<file path="config.mk">
export PLATFORM = sky130hd
export DESIGN_NAME = cla_adder16
export DESIGN_NICKNAME = d
export VERILOG_FILES = /design/src/rtl/cla_adder_pkg.sv /design/src/rtl/cla_operand_prep.sv /design/src/rtl/cla_group.sv /design/src/rtl/cla_chain.sv /design/src/rtl/cla_adder16.sv
export SDC_FILE = /design/constraint.sdc
export NUM_CORES = 1
export LEC_CHECK = 0
export ABC_AREA = 1
export ABC_CLOCK_PERIOD_IN_PS = 4700
export CAP_MARGIN = 10
export CORE_ASPECT_RATIO = 1.75
export CORE_MARGIN = 5
export CORE_UTILIZATION = 47
export DETAILED_ROUTE_END_ITERATION = 16
export MAX_ROUTING_LAYER = met4
export PLACE_DENSITY_LB_ADDON = 0.3
export SYNTH_ARGS = -nofsm -noshare
export SYNTH_HDL_FRONTEND = slang
export SYNTH_SLANG_ARGS = --single-unit
export TNS_END_PERCENT = 20
</file>
<file path="constraint.sdc">
create_clock -name clk -period 4.7 [get_ports clk]
set_input_delay 0.94 -clock clk [delete_from_list [all_inputs] [get_ports clk]]
set_output_delay 0.94 -clock clk [all_outputs]
set_load 0.01 [all_outputs]
</file>
<file path="src/rtl/cla_adder_pkg.sv">
package cla_adder_pkg;

    localparam int WORD_W = 16;
    localparam int GRP_W  = 4;

    typedef enum logic {
        OP_ADD = 1'b0,
        OP_SUB = 1'b1
    } op_e;

    typedef struct packed {
        logic gen;
        logic prop;
    } pg_t;

    // Per-bit generate (AND) and inclusive-OR propagate
    function automatic pg_t make_pg(input logic x, input logic y);
        pg_t r;
        r.gen  = x & y;
        r.prop = x | y;
        return r;
    endfunction

    // Sum is taken apart from the propagate term: x ^ y ^ carry
    function automatic logic sum_bit(input logic x, input logic y, input logic c);
        return (x ^ y) ^ c;
    endfunction

endpackage

</file>
<file path="src/rtl/cla_operand_prep.sv">
module cla_operand_prep
    import cla_adder_pkg::*;
#(
    parameter int W = WORD_W
) (
    input  logic [W-1:0] b_in,
    input  op_e          op,
    input  logic         c_in,
    output logic [W-1:0] b_out,
    output logic         c_out
);

    always_comb begin
        unique case (op)
            OP_SUB: begin
                b_out = ~b_in;
                c_out = 1'b1;
            end
            default: begin
                b_out = b_in;
                c_out = c_in;
            end
        endcase
    end

endmodule

</file>
<file path="src/rtl/cla_group.sv">
module cla_group
    import cla_adder_pkg::*;
#(
    parameter int GW = GRP_W
) (
    input  logic [GW-1:0] x,
    input  logic [GW-1:0] y,
    input  logic          c_in,
    output logic [GW-1:0] s,
    output logic [GW:0]   c
);

    pg_t pg [GW];

    always_comb begin
        for (int i = 0; i < GW; i++) begin
            pg[i] = make_pg(x[i], y[i]);
        end
    end

    // Every carry k is a flat sum of products over bits below k and c_in
    always_comb begin
        logic term;
        logic prod;
        c[0] = c_in;
        for (int k = 1; k <= GW; k++) begin
            term = 1'b0;
            for (int j = 0; j < k; j++) begin
                prod = pg[j].gen;
                for (int m = j + 1; m < k; m++) begin
                    prod = prod & pg[m].prop;
                end
                term = term | prod;
            end
            prod = c_in;
            for (int m = 0; m < k; m++) begin
                prod = prod & pg[m].prop;
            end
            c[k] = term | prod;
        end
    end

    always_comb begin
        for (int i = 0; i < GW; i++) begin
            s[i] = sum_bit(x[i], y[i], c[i]);
        end
    end

endmodule

</file>
<file path="src/rtl/cla_chain.sv">
module cla_chain
    import cla_adder_pkg::*;
#(
    parameter int W  = WORD_W,
    parameter int GW = GRP_W
) (
    input  logic [W-1:0] x,
    input  logic [W-1:0] y,
    input  logic         c_in,
    output logic [W-1:0] s,
    output logic [W:0]   carries
);

    localparam int NG = W / GW;

    logic [NG:0] grp_c;

    assign grp_c[0] = c_in;

    for (genvar g = 0; g < NG; g++) begin : g_grp
        logic [GW:0] cl;

        cla_group #(.GW(GW)) u_grp (
            .x    (x[g*GW +: GW]),
            .y    (y[g*GW +: GW]),
            .c_in (grp_c[g]),
            .s    (s[g*GW +: GW]),
            .c    (cl)
        );

        assign grp_c[g+1]          = cl[GW];
        assign carries[g*GW +: GW] = cl[GW-1:0];
    end

    assign carries[W] = grp_c[NG];

endmodule

</file>
<file path="src/rtl/cla_adder16.sv">
module cla_adder16
    import cla_adder_pkg::*;
#(
    parameter int W       = WORD_W,
    parameter int GW      = GRP_W,
    parameter bit REG_OUT = 1'b1
) (
    input  logic         clk,
    input  logic         rst,
    input  logic [W-1:0] a,
    input  logic [W-1:0] b,
    input  logic         carry_in,
    input  logic         sub,
    output logic [W-1:0] sum,
    output logic         carry_out,
    output logic         overflow
);

    typedef struct packed {
        logic [W-1:0] s;
        logic         co;
        logic         ov;
    } res_t;

    op_e          op;
    logic [W-1:0] b_eff;
    logic         c0;
    logic [W-1:0] s_raw;
    logic [W:0]   carries;
    res_t         nxt;
    res_t         q;

    assign op = op_e'(sub);

    cla_operand_prep #(.W(W)) u_prep (
        .b_in  (b),
        .op    (op),
        .c_in  (carry_in),
        .b_out (b_eff),
        .c_out (c0)
    );

    cla_chain #(.W(W), .GW(GW)) u_chain (
        .x       (a),
        .y       (b_eff),
        .c_in    (c0),
        .s       (s_raw),
        .carries (carries)
    );

    always_comb begin
        nxt.s  = s_raw;
        nxt.co = carries[W];
        nxt.ov = carries[W] ^ carries[W-1];
    end

    if (REG_OUT) begin : g_reg
        always_ff @(posedge clk) begin
            if (rst) begin
                q <= '0;
            end else begin
                q <= nxt;
            end
        end

        function automatic logic [W:0] ref_add(input logic [W-1:0] x,
                                               input logic [W-1:0] y,
                                               input logic         ci,
                                               input logic         sb);
            logic [W:0] yy;
            logic [W:0] cc;
            yy = sb ? {1'b0, ~y} : {1'b0, y};
            cc = {{W{1'b0}}, (sb ? 1'b1 : ci)};
            return {1'b0, x} + yy + cc;
        endfunction


        reset_clear_chk: assert property (@(posedge clk)
            rst |=> (sum == '0 && !carry_out && !overflow));


        sum_chk: assert property (@(posedge clk) disable iff (rst)
            !$past(rst) |-> sum == ref_add($past(a), $past(b), $past(carry_in), $past(sub))[W-1:0]);


        carry_out_chk: assert property (@(posedge clk) disable iff (rst)
            !$past(rst) |-> carry_out == ref_add($past(a), $past(b), $past(carry_in), $past(sub))[W]);


        overflow_chk: assert property (@(posedge clk) disable iff (rst)
            !$past(rst) |-> overflow ==
                (($past(a[W-1]) == ($past(sub) ? ~$past(b[W-1]) : $past(b[W-1])))
                 && (sum[W-1] != $past(a[W-1]))));
    end else begin : g_comb
        assign q = nxt;
    end

    // look-ahead carries agree with the bit-serial recurrence
    for (genvar k = 0; k < W; k++) begin : g_cchk
        carry_ripple_chk: assert property (@(posedge clk) disable iff (rst)
            carries[k+1] == ((a[k] & b_eff[k]) | ((a[k] | b_eff[k]) & carries[k])));
    end

    assign sum       = q.s;
    assign carry_out = q.co;
    assign overflow  = q.ov;

endmodule

</file>
==> results of run 1 <==
## worst min-delay path by stage
stage                    startpoint                 end  slack [ns]  cells past startpoint
6_report                      a[10]  sum[10]$_SDFF_PP0_        1.41                      4
3_3_place_gp   carry_out$_SDFF_PP0_           carry_out        1.68                      1
2_1_floorplan                  a[3]   sum[3]$_SDFF_PP0_        1.21                      3
5_1_grt                       a[10]  sum[10]$_SDFF_PP0_        1.44                      4
3_5_place_dp    overflow$_SDFF_PP0_            overflow        1.68                      1
4_1_cts                       a[10]  sum[10]$_SDFF_PP0_        1.42                      4
## cell usage after synthesis
cell type / instances
a21oi_1: 13
and2_1: 1
buf_2: 1
buf_6: 1
clkbuf_1: 1
dfxtp_1: 18
fa_1: 4
ha_1: 32
inv_1: 53
nand2_1: 15
nand2_2: 4
nand3_1: 6
nand3_2: 1
nand4_1: 1
nand4_2: 2
nor2_1: 23
nor2_4: 2
o21ai_0: 6
o21bai_1: 2
o31ai_2: 1
or2_2: 1
xnor2_1: 15
xor2_1: 5
## metal layers
metal | part of all wire, % | vias to the layer above | track usage (%)
met5 | 0 | - | -
met4 | 0.78 | 0 | 4.76
met3 | 3.4 | 2 | 2.04
met2 | 61 | 31 | 33.8
met1 | 35 | 627 | 14.8
li1 | - | 726 | -
## power breakdown
part	internal, mW	switching [mW]
logic	0.133	0.124
clock network	0.0745	0.0605
registers	0.179	0.00641
total	0.386	0.191
## through the flow
stage	hold WS (ns)	cells	setup WS, ns
2_1_floorplan	1.21	208	1.59
3_3_place_gp	1.68	304	0.835
3_5_place_dp	1.68	304	0.728
4_1_cts	1.42	308	0.968
5_1_grt	1.44	308	0.778
6_report	1.41	308	0.993
## cell families after synthesis
kind of cell	after synthesis	synth area share, %
buf+inv	56	13.4
simple gates	56	16.8
fa+ha+maj	36	29.4
compound gates	22	7.51
xor+xnor	20	10.7
flops	18	22.1
## area by class of cell
class	instances	area [µm²]	area share, %
multi-input combinational	134	1050	46.5
clock buffer	4	55.1	2.43
timing repair buffer	54	538	23.8
tap	45	56.3	2.49
inverter	53	199	8.80
sequential	18	360	15.9
## sequential cells by signal, summed over array words and instances, names as in the netlist
register,count
sum,16
carry_out,1
overflow,1
==> run summary, run 1 <==
The flow ran to the end, and the final reports show no timing, DRC or antenna violations. Counting flops and latches in the post-synthesis netlist gives 18. The type of the worst setup path is input pin to flip-flop. The congestion estimate from routability-driven global placement came to 0.779. The count of nets left with antenna violations once routing finished came out at 0. Averaged over all synthesized cells, the footprint is 7.84 µm². STA classifies the critical path endpoint as a flip-flop. The Yosys step of the flow raised 0 warnings.

The worst setup path is launched from an input pin. In this run the cell area of the synthesized design comes to 1630 µm². For the worst setup path, the data required time is 4.89 ns. Setup repair after global routing left no endpoint under its margin. The capturing element of the worst setup path was sum[12]$_SDFF_PP0_. Max-cap violations in this run came to 0. The maximum fanout along the worst path came out at 9.

Counting the buffers created by CTS gives 3. The number of logic stages on the critical path including buffering was 14; the first-pass GRT wire length was 5.73 mm. The share of final-layout standard cells stronger than drive strength 1 was 6.08%. From left edge to right edge, the die measures 54.5 µm. Counting along the longest clock path gives a buffer depth of 2.

The tools report the area of the die as 4800 µm². The run gives 0 as the number of hold violations in the final report. For the final routed database, the setup TNS stands at 0 ns. At the end of the flow the core is filled with cells to 67.2%.

The logs give 3.57 mm for the total wire length after detailed routing and 0 for the number of setup buffers added after CTS. From synthesis to final layout, the design area changed by 38.6%. The detailed router finished its first iteration with 9 violations. The initial cell density of the core is 48.5%.

The post-placement cell area was 2210 µm²; the core box area was 3360 µm². Leaving out fill and tap cells, the most frequent cells in the layout are 53 x inv_1, 53 x clkdlybuf4s50_1, 32 x ha_1. After synthesis, the cell types taking the most area are ha_1 25%, dfxtp_1 22%, inv_1 12%. The count of nets after finishing came out at 336. For the leakage power, the log shows 1.15 nW. The initial antenna violation count is 0.

Entering global routing, the biggest net connects 11 pins. The run gives 0 as the hold buffer count at CTS. The longest individual stage delay on the worst path is 0.69 ns, and the post-layout minimum cycle time is 3.71 ns. For the number of sinks handled by clock tree synthesis, the log shows 18.

Input and output buffers added on the ports amount to 53. Global routing used 16.7% of the available tracks. The tools report the I/O pin count as 54. The HPWL after detailed placement came out at 2.99 mm. IR analysis of the VDD net gives a maximum drop of 136 µV. The die is 87.9 µm tall. For this design the ratio of total power to cell area is 255 nW/µm². Derived from the worst setup path, the maximum achievable clock frequency is 270 MHz. The buffer cell driving the clock tree root was clkbuf_8.

After floorplanning, the core was divided into 28 placement rows. The synthesized design spends more area on one cell type than any other, namely ha_1. Data on the critical path arrives at its endpoint at 3.90 ns.

The netlist uses 23 different library cells. The completed layout was analyzed and its total power is 0.577 mW. The slew at the pin closest to its max-slew limit works out to 0.548 ns.

The top cell type by area accounts for 24.5% of the synthesized area. TritonCTS built the clock tree. The detailed-route via count is 1386. In the finished design, the share of the clock period the worst path needs comes to 78.9%. The number of gates resized after CTS was 0. Once layout is done, the placed cells without fillers occupy 2260 µm². For the worst slew margin relative to its limit, the log shows 63.4%. Among all stages on the critical path, the largest delay is contributed by clkdlybuf4s50_1. The cell type group with the largest total delay on the critical path was buffers and inverters.

In the routed layout, each cell is associated on average with a via count of 4.50. For this run the aggregate overflow at the end of global routing stands at 0. The repair_antennas step left the layout with diodes totalling 0. The tools report the H-tree depth as 1. Tracing the worst setup path back leads to its startpoint at sub.

Most repeated library cell on the critical path: inv_1. The run gives 2 as the first-pass iteration count of the detailed router. The layout has 304 filler cells. Counting both buffers and inverters, the worst setup path holds a total of 5.

Number of cells produced by synthesis: 208. The tightest min-delay check is of the input pin to flip-flop type. The total setup violations reported at the end of the flow came out at 0. For this run, design rule violations remaining after detail routing come to 0.

The logs give 0 for the max-slew violation count and 1452 for the number of global-route vias before repair. Counting every net in the synthesized netlist gives 280. For the share of the yosys chip area belonging to registers, the log shows 22.1%. Walking the worst path, the cells encountered are clkdlybuf4s50_1 -> buf_4 -> xnor2_1 -> inv_1 -> ha_1 -> a21oi_1 -> inv_1 -> a21oi_1 -> inv_1 -> nor2_1 -> nand2_2 -> nand2_1 -> fa_1 -> nor2_1. Clock-pin slew was measured on the worst setup and hold paths at 0.08 ns.

In the final routed layout, each cell accounts on average for 11.6 µm.
Note: power is estimated with default switching activity, not from simulation.
==> run 2: changes to the inputs <==
- ABC_CLOCK_PERIOD_IN_PS: 4700 -> 3090
- CORE_UTILIZATION: 47 -> 42
- clock period: 4.7 -> 3.09 ns (I/O delays scaled with it)
==> run 2 against run 1 <==
Design area up 5.3%. Global-route usage fell by 2.0 points. Utilization is 5.1 points lower. Cell count increased by 5.2%. Power increased by 55%. Wire length is 2.4% lower. Clock power rose by 50%. Largest cell class unchanged. Die area rose by 10%.
==> run summary, run 2 (synthesis results as in run 1) <==
The flow ran to the end, and the final reports show no timing, DRC or antenna violations. The DRC violations left came out at 0 (unchanged). The initial cell density of the core came out at 42.6% (-5.9 points). The worst min-delay path class is input pin to flip-flop. The height of the die came out at 92.5 µm (+5.1%).

For the required arrival time at the worst endpoint, the log shows 3.23 ns (-1.66 ns). The number of fill cells came out at 370 (+22%). The tools report the number of global-route vias before repair as 1457 (+0.34%). The number of buffer cells added on primary ports was 53 (unchanged).

The I/O pin count is 54 (unchanged), and the cell area power density is 376 nW/µm² (+48%). The average detailed-routed wire length per instance works out to 10.8 µm (-7.2%). The tools report the worst setup slack after layout as 0.277 ns (-0.716 ns).

The tools report the number of sinks handled by clock tree synthesis as 18 (unchanged). The HPWL after detailed placement is 3.04 mm (+1.5%). For the post-detailed-route count of antenna-violating nets, the log shows 0 (unchanged). Setup repair after global routing left no endpoint under its margin. The count of nets after finishing came out at 349 (+3.9%). The switching power as a share of total power is 32.1% (-0.99 points), and the worst slew margin relative to its limit is 74.8% (+11 points). The number of hold violations in the final report is 0 (unchanged).

The net switching power was 0.288 mW (+51%); the H-tree depth was 1 (unchanged). The area added between synthesis and finish was 45.9%; the maximum fanout along the worst path was 4 (-5). The run gives 10 (+1) as the first-iteration detailed-routing DRC count.

In the layout the commonest cells are 53 x inv_1, 52 x clkdlybuf4s50_1, 32 x ha_1. The run gives 0 (unchanged) as the post-cts repair resize count. The tools report the number of setup buffers added after CTS as 0 (unchanged).

The first-pass iteration count of the detailed router is 4 (+2). The data arrival time of the worst path came out at 2.95 ns (-0.95 ns). The chip width was 57.1 µm (+4.7%); the internal portion of total power was 0.608 mW (+58%).

The register clock-pin slew on the reported worst setup and hold paths is 0.07 ns (about the same), and the share of final-layout standard cells stronger than drive strength 1 is 11.2% (+5.1 points). The site row count is 30 (+7.1%), and the period utilization is 91.0%. The tools report the leakage power as 1.22 nW (+6.8%).

Number of flip-flops under the largest register name: 16 (unchanged). The worst setup slack after placement was -0.0856 ns (-0.813 ns). The run gives 46.0% (+1.5 points) as the combinational fraction of design power.

For this run, the top clock speed supported by timing is 355 MHz. The run gives 0 (unchanged) as the initial antenna violation count. The smallest clock period supported by the final layout is computed as 2.81 ns. STA classifies the critical path endpoint as a flip-flop. The tools report the buffer cell driving the clock tree root as clkbuf_8. The startpoint identified for the worst hold timing path is sub. For the max-slew violation count, the log shows 0 (unchanged). Slew at the pin closest to its max-slew limit: 0.377 ns (-0.171 ns). The hold buffer count at CTS came out at 0 (unchanged).

The peak supply drop came out at 243 µV (+79%). The count of antenna diodes in the layout was 0 (unchanged). Type of the worst setup path: input pin to flip-flop. The sequential group share of total power is 31.4% (-0.7 points). The path with the worst hold slack has its endpoint at sum[3]$_SDFF_PP0_. The run gives 3.49 mm (-2.4%) as the total wire length after detailed routing. Largest net degree at the start of global routing: 11 (unchanged).

The aggregate global-route resource usage was 14.7% (-2.0 points). The count of cells along the worst hold path was 5 (+1). The area of the die was 5280 µm² (+10%). The library cell used most frequently in the layout, excluding fill and tap cells, is inv_1.

The logs give 2 (unchanged) for the deepest clock path buffer count and 3830 µm² (+14%) for the core box area. The part of the total power dissipated in the clock network was 22.6% (-0.8 points). The detailed-route via count is 1436 (+3.6%).

The detailed-route vias per instance was 4.43 (-1.5%); the number of max-cap violations was 0 (unchanged). TritonCTS built the clock tree. Fraction of the core area covered by cells at the end of the flow: 62.2% (-5.1 points). The final estimated routing congestion in global placement is 0.797 (+2.3%), and the total setup violations reported at the end of the flow is 0 (unchanged). The final hold slack is 1.02 ns (-0.394 ns). The total grt overflow is 0 (unchanged). STA classifies the critical path startpoint as an input pin.

For the total clock buffers created by CTS, the log shows 3 (unchanged). The run gives 5.94 mm (+3.6%) as the first-pass GRT wire length.
[run 2: layer usage]
metal	track usage (%)	wire length, µm	vias up
met2	29.8	2130	32
li1	-	-	754
met4	5.22	61	0
met3	1.81	124	5
met1	13.2	1170	645
met5	-	0	-
[run 2: worst max path at each step]
stage               startpoint                  to  slack [ns]  cells after the start
finish                    b[3]  sum[13]$_SDFF_PP0_        0.28                     17
detailed placement         sub  sum[13]$_SDFF_PP0_       -0.09                     17
global route              b[3]  sum[13]$_SDFF_PP0_        0.09                     17
CTS                        sub  sum[13]$_SDFF_PP0_        0.19                     17
global placement           sub  sum[13]$_SDFF_PP0_       -0.05                     17
floorplan                  sub  sum[13]$_SDFF_PP0_        0.30                     19
[run 2: power groups by stage]
stage	Combinational (mW)	Clock, mW	Sequential [mW]
global route	0.466	0.227	0.286
CTS	0.417	0.208	0.282
finish	0.412	0.203	0.281
detailed placement	0.415	0	0.288
floorplan	0.201	0	0.308
global placement	0.407	0	0.287
[run 2: cell type report]
class | instances | area [µm²] | area share, %
Timing Repair Buffer | 67 | 638 | 26.8
Inverter | 53 | 199 | 8.36
Multi-Input combinational cell | 134 | 1070 | 44.8
Sequential cell | 18 | 360 | 15.1
Clock buffer | 4 | 55.1 | 2.31
Tap cell | 48 | 60.1 | 2.52
[run 2: per-stage QoR]
stage	cell area (µm²)	power (mW)	cells	TNS, ns
finish	2380	0.896	324	0
CTS	2360	0.907	324	0
global placement	2310	0.694	320	-0.0484
detailed placement	2310	0.702	320	-0.134
floorplan	1630	0.509	208	0
global route	2380	0.978	324	0
[run 2: critical path, cell delays in order]
cell	delay, ns
clkdlybuf4s50_1	0.55
xor2_2	0.18
inv_1	0.07
ha_1	0.17
inv_1	0.11
nand3_1	0.09
nand3_1	0.09
nor2_1	0.05
nand2_2	0.06
nand3_2	0.07
nand2_2	0.08
nand4_2	0.09
nand2_2	0.08
nand2_1	0.06
fa_1	0.38
xor2_1	0.15
nor2_1	0.05
